==> config.mk <==
export PLATFORM = sky130hd
export DESIGN_NAME = xop_decoder
export DESIGN_NICKNAME = d
export VERILOG_FILES = /design/src/rtl/xop_pkg.sv /design/src/rtl/xop_classify.sv /design/src/rtl/xop_fields.sv /design/src/rtl/xop_outreg.sv /design/src/rtl/xop_decoder.sv
export SDC_FILE = /design/constraint.sdc
export NUM_CORES = 1
export LEC_CHECK = 0
export CAP_MARGIN = 20
export CORE_MARGIN = 2
export CORE_UTILIZATION = 45
export CTS_CLUSTER_SIZE = 24
export DETAILED_ROUTE_END_ITERATION = 6
export PLACE_DENSITY = 0.8
export SETUP_SLACK_MARGIN = 0.5
export SLEW_MARGIN = 20
export SYNTH_ARGS = -nofsm -noshare
export SYNTH_HDL_FRONTEND = slang
export SYNTH_HIERARCHICAL = 1
export SYNTH_SLANG_ARGS = --single-unit
==> constraint.sdc <==
create_clock -name clk -period 1 [get_ports clk]
set_input_delay 0.15 -clock clk [delete_from_list [all_inputs] [get_ports clk]]
set_output_delay 0.15 -clock clk [all_outputs]
set_load 0.1 [all_outputs]
==> src/rtl/xop_pkg.sv <==
package xop_pkg;
  typedef enum logic [1:0] {
    CLS_THREE = 2'd0,
    CLS_TWO   = 2'd1,
    CLS_ONE   = 2'd2,
    CLS_ZERO  = 2'd3
  } xop_cls_e;
endpackage

==> src/rtl/xop_classify.sv <==
module xop_classify #(
  parameter int NIB_W = 4
) (
  input  logic [4*NIB_W-1:0] word,
  output xop_pkg::xop_cls_e  cls,
  output logic               grp_long
);
  import xop_pkg::*;
  localparam int          NSTATES = 2**NIB_W;
  localparam logic [NIB_W-1:0] ESC      = {NIB_W{1'b1}};
  localparam logic [NIB_W-1:0] TWO_LIM  = NIB_W'(NSTATES - 4);
  localparam logic [NIB_W-1:0] ONE_LIM  = NIB_W'(NSTATES - 2);

  logic [NIB_W-1:0] n3, n2, n1;
  assign n3 = word[4*NIB_W-1 -: NIB_W];
  assign n2 = word[3*NIB_W-1 -: NIB_W];
  assign n1 = word[2*NIB_W-1 -: NIB_W];

  always_comb begin
    cls      = CLS_ZERO;
    grp_long = 1'b0;
    if (n3 != ESC) begin
      cls = CLS_THREE;
    end else if (n2 < TWO_LIM) begin
      cls = CLS_TWO;
    end else if (n2 != ESC) begin
      cls = CLS_ONE;
    end else if (n1 < ONE_LIM) begin
      cls      = CLS_ONE;
      grp_long = 1'b1;
    end
  end
endmodule

==> src/rtl/xop_fields.sv <==
module xop_fields #(
  parameter int NIB_W = 4,
  parameter int OP_W  = NIB_W + 2
) (
  input  logic [4*NIB_W-1:0] word,
  input  xop_pkg::xop_cls_e  cls,
  input  logic               grp_long,
  output logic [OP_W-1:0]    op,
  output logic [NIB_W-1:0]   a1,
  output logic [NIB_W-1:0]   a2,
  output logic [NIB_W-1:0]   a3
);
  import xop_pkg::*;
  localparam int NSTATES = 2**NIB_W;
  localparam logic [OP_W-1:0] TWO_LIM = OP_W'(NSTATES - 4);
  localparam logic [OP_W-1:0] ONE_LIM = OP_W'(NSTATES - 2);
  localparam logic [OP_W-1:0] LONG_BASE = OP_W'(3 * NSTATES);

  logic [NIB_W-1:0] nib [4];
  for (genvar g = 0; g < 4; g++) begin : g_nib
    assign nib[g] = word[g*NIB_W +: NIB_W];
  end

  logic [OP_W-1:0] w2, w1, w0;
  assign w2 = OP_W'(nib[2]);
  assign w1 = OP_W'(nib[1]);
  assign w0 = OP_W'(nib[0]);

  always_comb begin
    op = '0;
    a1 = '0;
    a2 = '0;
    a3 = '0;
    unique case (cls)
      CLS_THREE: begin
        op = OP_W'(nib[3]);
        a1 = nib[2];
        a2 = nib[1];
        a3 = nib[0];
      end
      CLS_TWO: begin
        op = w2;
        a1 = nib[1];
        a2 = nib[0];
      end
      CLS_ONE: begin
        if (grp_long) op = LONG_BASE + w1;
        else          op = ((w2 - TWO_LIM) << NIB_W) + w1;
        a1 = nib[0];
      end
      default: begin
        op = ((w1 - ONE_LIM) << NIB_W) + w0;
      end
    endcase
  end
endmodule

==> src/rtl/xop_outreg.sv <==
module xop_outreg #(
  parameter int NIB_W = 4,
  parameter int OP_W  = NIB_W + 2
) (
  input  logic              clk,
  input  logic              rst_n,
  input  logic              en,
  input  xop_pkg::xop_cls_e cls_d,
  input  logic [OP_W-1:0]   op_d,
  input  logic [NIB_W-1:0]  a1_d,
  input  logic [NIB_W-1:0]  a2_d,
  input  logic [NIB_W-1:0]  a3_d,
  output logic              vld_q,
  output xop_pkg::xop_cls_e cls_q,
  output logic [OP_W-1:0]   op_q,
  output logic [NIB_W-1:0]  a1_q,
  output logic [NIB_W-1:0]  a2_q,
  output logic [NIB_W-1:0]  a3_q
);
  import xop_pkg::*;
  xop_cls_e        cls_n;
  logic [OP_W-1:0] op_n;
  logic [NIB_W-1:0] a1_n, a2_n, a3_n;

  always_comb begin
    cls_n = cls_q;
    op_n  = op_q;
    a1_n  = a1_q;
    a2_n  = a2_q;
    a3_n  = a3_q;
    if (en) begin
      cls_n = cls_d;
      op_n  = op_d;
      a1_n  = a1_d;
      a2_n  = a2_d;
      a3_n  = a3_d;
    end
  end

  always_ff @(posedge clk or negedge rst_n) begin
    if (!rst_n) begin
      vld_q <= 1'b0;
      cls_q <= CLS_THREE;
      op_q  <= '0;
      a1_q  <= '0;
      a2_q  <= '0;
      a3_q  <= '0;
    end else begin
      vld_q <= en;
      cls_q <= cls_n;
      op_q  <= op_n;
      a1_q  <= a1_n;
      a2_q  <= a2_n;
      a3_q  <= a3_n;
    end
  end

  // valid tracks the strobe one cycle later
  a_r7_valid_follows: assert property (@(posedge clk) disable iff (!rst_n)
    en |=> vld_q);
  a_r7_valid_drops: assert property (@(posedge clk) disable iff (!rst_n)
    !en |=> !vld_q);
  // held outputs when no strobe
  a_r7_hold: assert property (@(posedge clk) disable iff (!rst_n)
    !en |=> ($stable(cls_q) && $stable(op_q) && $stable(a1_q)
             && $stable(a2_q) && $stable(a3_q)));
endmodule

==> src/rtl/xop_decoder.sv <==
module xop_decoder #(
  parameter int NIB_W = 4,
  parameter int OP_W  = NIB_W + 2
) (
  input  logic               clk,
  input  logic               rst_n,
  input  logic               in_valid,
  input  logic [4*NIB_W-1:0] in_word,
  output logic               out_valid,
  output logic [1:0]         out_cls,
  output logic [OP_W-1:0]    out_op,
  output logic [NIB_W-1:0]   out_a1,
  output logic [NIB_W-1:0]   out_a2,
  output logic [NIB_W-1:0]   out_a3
);
  import xop_pkg::*;
  localparam int NSTATES = 2**NIB_W;
  localparam int MAX_THREE = NSTATES - 2;
  localparam int MAX_TWO   = NSTATES - 5;
  localparam int MAX_ONE   = 4 * NSTATES - 3;
  localparam int MAX_ZERO  = 2 * NSTATES - 1;

  xop_cls_e        cls_c, cls_r;
  logic            grp_long_c;
  logic [OP_W-1:0] op_c;
  logic [NIB_W-1:0] a1_c, a2_c, a3_c;

  xop_classify #(.NIB_W(NIB_W)) u_classify (
    .word     (in_word),
    .cls      (cls_c),
    .grp_long (grp_long_c)
  );

  xop_fields #(.NIB_W(NIB_W), .OP_W(OP_W)) u_fields (
    .word     (in_word),
    .cls      (cls_c),
    .grp_long (grp_long_c),
    .op       (op_c),
    .a1       (a1_c),
    .a2       (a2_c),
    .a3       (a3_c)
  );

  xop_outreg #(.NIB_W(NIB_W), .OP_W(OP_W)) u_outreg (
    .clk   (clk),
    .rst_n (rst_n),
    .en    (in_valid),
    .cls_d (cls_c),
    .op_d  (op_c),
    .a1_d  (a1_c),
    .a2_d  (a2_c),
    .a3_d  (a3_c),
    .vld_q (out_valid),
    .cls_q (cls_r),
    .op_q  (out_op),
    .a1_q  (out_a1),
    .a2_q  (out_a2),
    .a3_q  (out_a3)
  );

  assign out_cls = cls_r;

  // three-address opcode never reaches the escape value
  a_r1_three_range: assert property (@(posedge clk) disable iff (!rst_n)
    (out_valid && out_cls == CLS_THREE) |-> (int'(out_op) <= MAX_THREE));
  // two-address opcode stays below the reserved escapes
  a_r2_two_range: assert property (@(posedge clk) disable iff (!rst_n)
    (out_valid && out_cls == CLS_TWO) |-> (int'(out_op) <= MAX_TWO));
  // one-address numbering tops out below the zero-address escapes
  a_r4_one_range: assert property (@(posedge clk) disable iff (!rst_n)
    (out_valid && out_cls == CLS_ONE) |-> (int'(out_op) <= MAX_ONE));
  // zero-address numbering range
  a_r5_zero_range: assert property (@(posedge clk) disable iff (!rst_n)
    (out_valid && out_cls == CLS_ZERO) |-> (int'(out_op) <= MAX_ZERO));
  // unused address outputs are zero
  a_r6_unused_zero: assert property (@(posedge clk) disable iff (!rst_n)
    out_valid |-> ((out_cls == CLS_THREE) ||
                   (out_a3 == '0 && (out_cls == CLS_TWO || out_a2 == '0) &&
                    (out_cls != CLS_ZERO || out_a1 == '0))));
  // a decoded word tagged three-address never had the escape on top
  a_r9_prefix_free: assert property (@(posedge clk) disable iff (!rst_n)
    (in_valid && in_word[4*NIB_W-1 -: NIB_W] == {NIB_W{1'b1}})
      |=> (out_cls != CLS_THREE));
endmodule

==> results of run 1 <==
cell families after synthesis:
family	count (synthesis)	share of synthesized area, %
flops	21	42.9
mux	36	37.6
buf+inv	6	5.41
simple gates	19	8.89
compound gates	7	5.21
metrics by stage:
stage          std cells  TNS, ns
2_1_floorplan         89    -7.29
3_3_place_gp         173   -18.42
3_5_place_dp         173   -20.57
Yosys cell counts (all sizes together):
master,instances
a31oi,1
and2,4
and2b,1
and3,1
buf,6
dfrtp,21
mux2,20
mux2i,16
nand2,3
nand2b,1
nand4,1
nor2,7
nor4,1
o2bb2ai,4
o311a,2
==> qor.yml, run 1 <==
synth:
  seq_area_frac_synth_pct: 42.9
  yosysWarnings: 6
  syn_area_um2: 1220
  ys_top_cells_by_area: "dfrtp_1 43%, mux2_4 25%, mux2i_1 13%"
  synth_nets: 108
  ys_seq_elements: 21
  avgSynthCellArea_um2: 13.8
  synthDistinctLibCells: 18
  syn_inst: 89
  synth_top_area_share_pct: 42.9
  yosysTopAreaCell: "dfrtp_1"
clock_tree:
  postCtsHoldBufs: 0
  clock_sinks: 21
  cts_inserted_buffers: 3
  clockBufferDepth: 2
  htreeDepth: 1
  cts_setup_buffers: 13
  cts_resized: 87
  cts_root_buf: "clkbuf_4"
floorplanning:
  die_y_um: 56.2
  start_util_pct: 48.6
  die_w_um: 56.2
  num_rows: 18
  boundaryPins: 40
placed_design:
  gp_congestion: 0.802
  place_ws_ns: -1.16
  io_buffers: 39
  place_area_um2: 2080
  hpwlAfterDp_mm: 2.27
status:
  first-error: "[ERROR DPL-0033] detailed placement checks failed during check placement."
  outcome: "did not finish"
  lastStage: "4_1_cts"
==> run 2, diff against run 1 <==
--- a/config.mk
+++ b/config.mk
@@ -6,12 +6,10 @@
 export NUM_CORES = 1
 export LEC_CHECK = 0
 export CAP_MARGIN = 20
-export CORE_MARGIN = 2
-export CORE_UTILIZATION = 45
-export CTS_CLUSTER_SIZE = 24
+export CORE_AREA = 2 2 63 65
 export DETAILED_ROUTE_END_ITERATION = 6
-export PLACE_DENSITY = 0.8
-export SETUP_SLACK_MARGIN = 0.5
+export DIE_AREA = 0 0 65 67
+export PLACE_DENSITY_LB_ADDON = 0.15
 export SLEW_MARGIN = 20
 export SYNTH_ARGS = -nofsm -noshare
 export SYNTH_HDL_FRONTEND = slang
==> qor.yml, run 2 <==
timing:
  period_minus_slack_ns: 1.33
  fin_tns_setup_ns: -4.85
  max_freq_mhz: 751
  fin_crit_sh_pct: 133
  finalMaxSlewViolations: 0
  fin_skew_ns: 0
  slew-limit-headroom_pct: 76.3
  fin_ws_ns: -0.332
  tightest_slew_ns: 0.353
  setup_violations: 31
  whs_ns: 0.240
  hold_viol_final: 0
  rsz0062_at_grt: "true"
clock_tree:
  cts_tree: "done"
  cts_root_buf: "clkbuf_8"
  cts_inserted_buffers: 3  # unchanged
  clock_latency_ns: 0.25
  clockBufferDepth: 2  # unchanged
  postCtsHoldBufs: 0  # unchanged
  clk_pin_slew_worst_paths_ns: 0.07
  clock_sinks: 21  # unchanged
  htreeDepth: 1  # unchanged
synth:
  synth-async-reset-ratio_pct: 100  # unchanged
  synthDistinctLibCells: 18  # unchanged
  synth_common_cells: "21 x dfrtp_1, 20 x mux2_4, 16 x mux2i_1"
  yosysWarnings: 6  # unchanged
  synth_nets: 108  # unchanged
  yosysTopAreaCell: "dfrtp_1"
  avgSynthCellArea_um2: 13.8  # unchanged
  synth_top_area_share_pct: 42.9  # unchanged
  seq_area_frac_synth_pct: 42.9  # unchanged
  yosysMostFrequentCell: "dfrtp_1"
  ys_top_cells_by_area: "dfrtp_1 43%, mux2_4 25%, mux2i_1 13%"
  synth-edff-count: 0  # unchanged
  synthFlopType: "dfrtp_1"
  syn_inst: 89  # unchanged
  ys_seq_elements: 21  # unchanged
  syn_area_um2: 1220  # unchanged
setup_path:
  cpPeakStageDelay_ns: 0.30
  timing.rr.end: "u_outreg/op_q[3]$_DFFE_PN0P_"
  reg2reg_depth: 2
  crit_path_start: "in_word[5]"
  r2r_start: "u_outreg/op_q[3]$_DFFE_PN0P_"
  r2r_slack_ns: 0.06
  cp_data_required_time_ns: 1.14
  cp_num_cells: 8
  cp.arrival_ns: 1.47
  worstSetupStartpointType: "primary input"
  path_buf_inv: 2
  cpMaxStageDelayCell: "mux2i_1"
  crit_type: "in -> reg"
  cp_max_fo: 5
  cp_cell_sequence: "buf_6, and3_4, a31oi_4, nor2_4, buf_4, mux2i_1, o2bb2ai_2, mux2_4"
  endpoint: "u_outreg/a1_q[1]$_DFFE_PN0P_"
  critical-path-top-delay-family: "multiplexers"
  endpoint_kind: "register"
final_layout:
  layout_common_cells: "23 x buf_12, 20 x mux2_4, 17 x buf_4"
  top_register: "u_outreg/op_q"
  layout_commonest_cell: "buf_12"
  fillers: 279
  layoutNonFillerInstCount: 198
  largest_register_ffs: 6
  area_delta_synth_final_pct: 79.7
  nets: 170
  n_antenna_cell: 0
  drive_gt1_share_pct: 73.3
status:
  outcome: "finished with violations"
  violations: "setup timing"
drt:
  drt-total-wl_mm: 3.05
  drc: 0
  maxUsedRoutingLayer: "met4"
  drt_iter0_markers: 13
  vias: 945
  ant_nets: 0
  routed_via_density: 4.77
  dr_wl_met3_um: 111
  wl_met2_mm: 1.54
  first_pass_iters: 4
  wl_met1_mm: 1.37
  wl_per_cell_um: 15.4
flow_run:
  maxCapViolCount: 0
floorplanning:
  die_y_um: 67  # +19%
  boundaryPins: 40  # unchanged
  die-area_um2: 4360
  die_w_um: 65  # +16%
  num_rows: 22  # +4
  start_util_pct: 34.0  # -15 points
  coreArea_um2: 3610
placed_design:
  io_buffers: 39  # unchanged
  hpwlAfterDp_mm: 2.25  # -1.1%
  place_ws_ns: -1.14  # +0.0216 ns
  gp_congestion: 0.801  # -0.15%
  place_inst: 188  # +8.7%
global_routing:
  grt_overflow: 0
  first_global_vias: 1034
  track_usage_pct: 15.2
  antenna_found_initial: 0
  grt_pass1_wl_mm: 5.02
  grt_max_degree: 22
min_path:
  min-delay-path-class: "in -> async"
power_and_ir_drop:
  p_leak_nw: 0.933
  ir_drop_mv: 0.707
  powerDensity_nw_per_um2: 1340
[run 2: cell counts after synthesis]
No cell type changed its count.
[run 2: routing by layer]
layer / up-vias / GRT usage (%)
met5: - / 0
met4: 0 / 3.99
met3: 2 / 2.87
met2: 22 / 26.0
met1: 477 / 19.6
li1: 444 / -
[run 2: where the power goes]
part | internal, mW | switching [mW]
registers | 0.941 | 0.0873
clock network | 0.283 | 0.262
logic | 0.582 | 0.801
[run 2: area by class of cell]
cell class                 count  area (um2)  share of cell area, %
multi-input combinational     62         741                   33.7
sequential                    21         552                   25.1
clock buffer                   4        45.0                   2.05
timing repair buffer          63         803                   36.5
tap                           48        60.1                   2.73
[run 2: kinds of logic (layout without fill, tap and decap cells)]
kind of cell           after synthesis  count (layout)  share of synthesized area, %
AO/OA/AOI/OAI                        7               7                          5.21
buffers and inverters                6              67                          5.41
flip-flops                          21              21                          42.9
multiplexers                        36              36                          37.6
AND/OR/NAND/NOR                     19              19                          8.89
[run 2: what timing repair did]
action | CTS | global route
endpoints found under the setup margin | 40 | 40
pin swaps | 8 | 1
gates resized for setup | 55 | 8
buffers inserted | 4 | 2
[run 2: worst min path at each step]
stage,startpoint,endpoint,slack (ns),depth (start not counted)
2_1_floorplan,rst_n,u_outreg/a1_q[0]$_DFFE_PN0P_,-0.15,0
3_3_place_gp,rst_n,u_outreg/cls_q[1]$_DFFE_PN0P_,0.51,2
3_5_place_dp,rst_n,u_outreg/cls_q[1]$_DFFE_PN0P_,0.51,2
4_1_cts,rst_n,u_outreg/vld_q$_DFF_PN0_,0.24,2
5_1_grt,rst_n,u_outreg/cls_q[1]$_DFFE_PN0P_,0.26,2
6_report,rst_n,u_outreg/cls_q[0]$_DFFE_PN0P_,0.24,2
[run 2: through the flow]
stage / total power [mW] / cell area (um2) / util [%]
2_1_floorplan: 1.81 / 1260 / -
3_3_place_gp: 2.37 / 2010 / 55.8
3_5_place_dp: 2.38 / 2010 / 55.8
4_1_cts: 2.97 / 2190 / 60.6
5_1_grt: 3.07 / 2200 / 61.0
6_report: 2.96 / 2200 / 61.0
(Power assumes the default switching activity.)
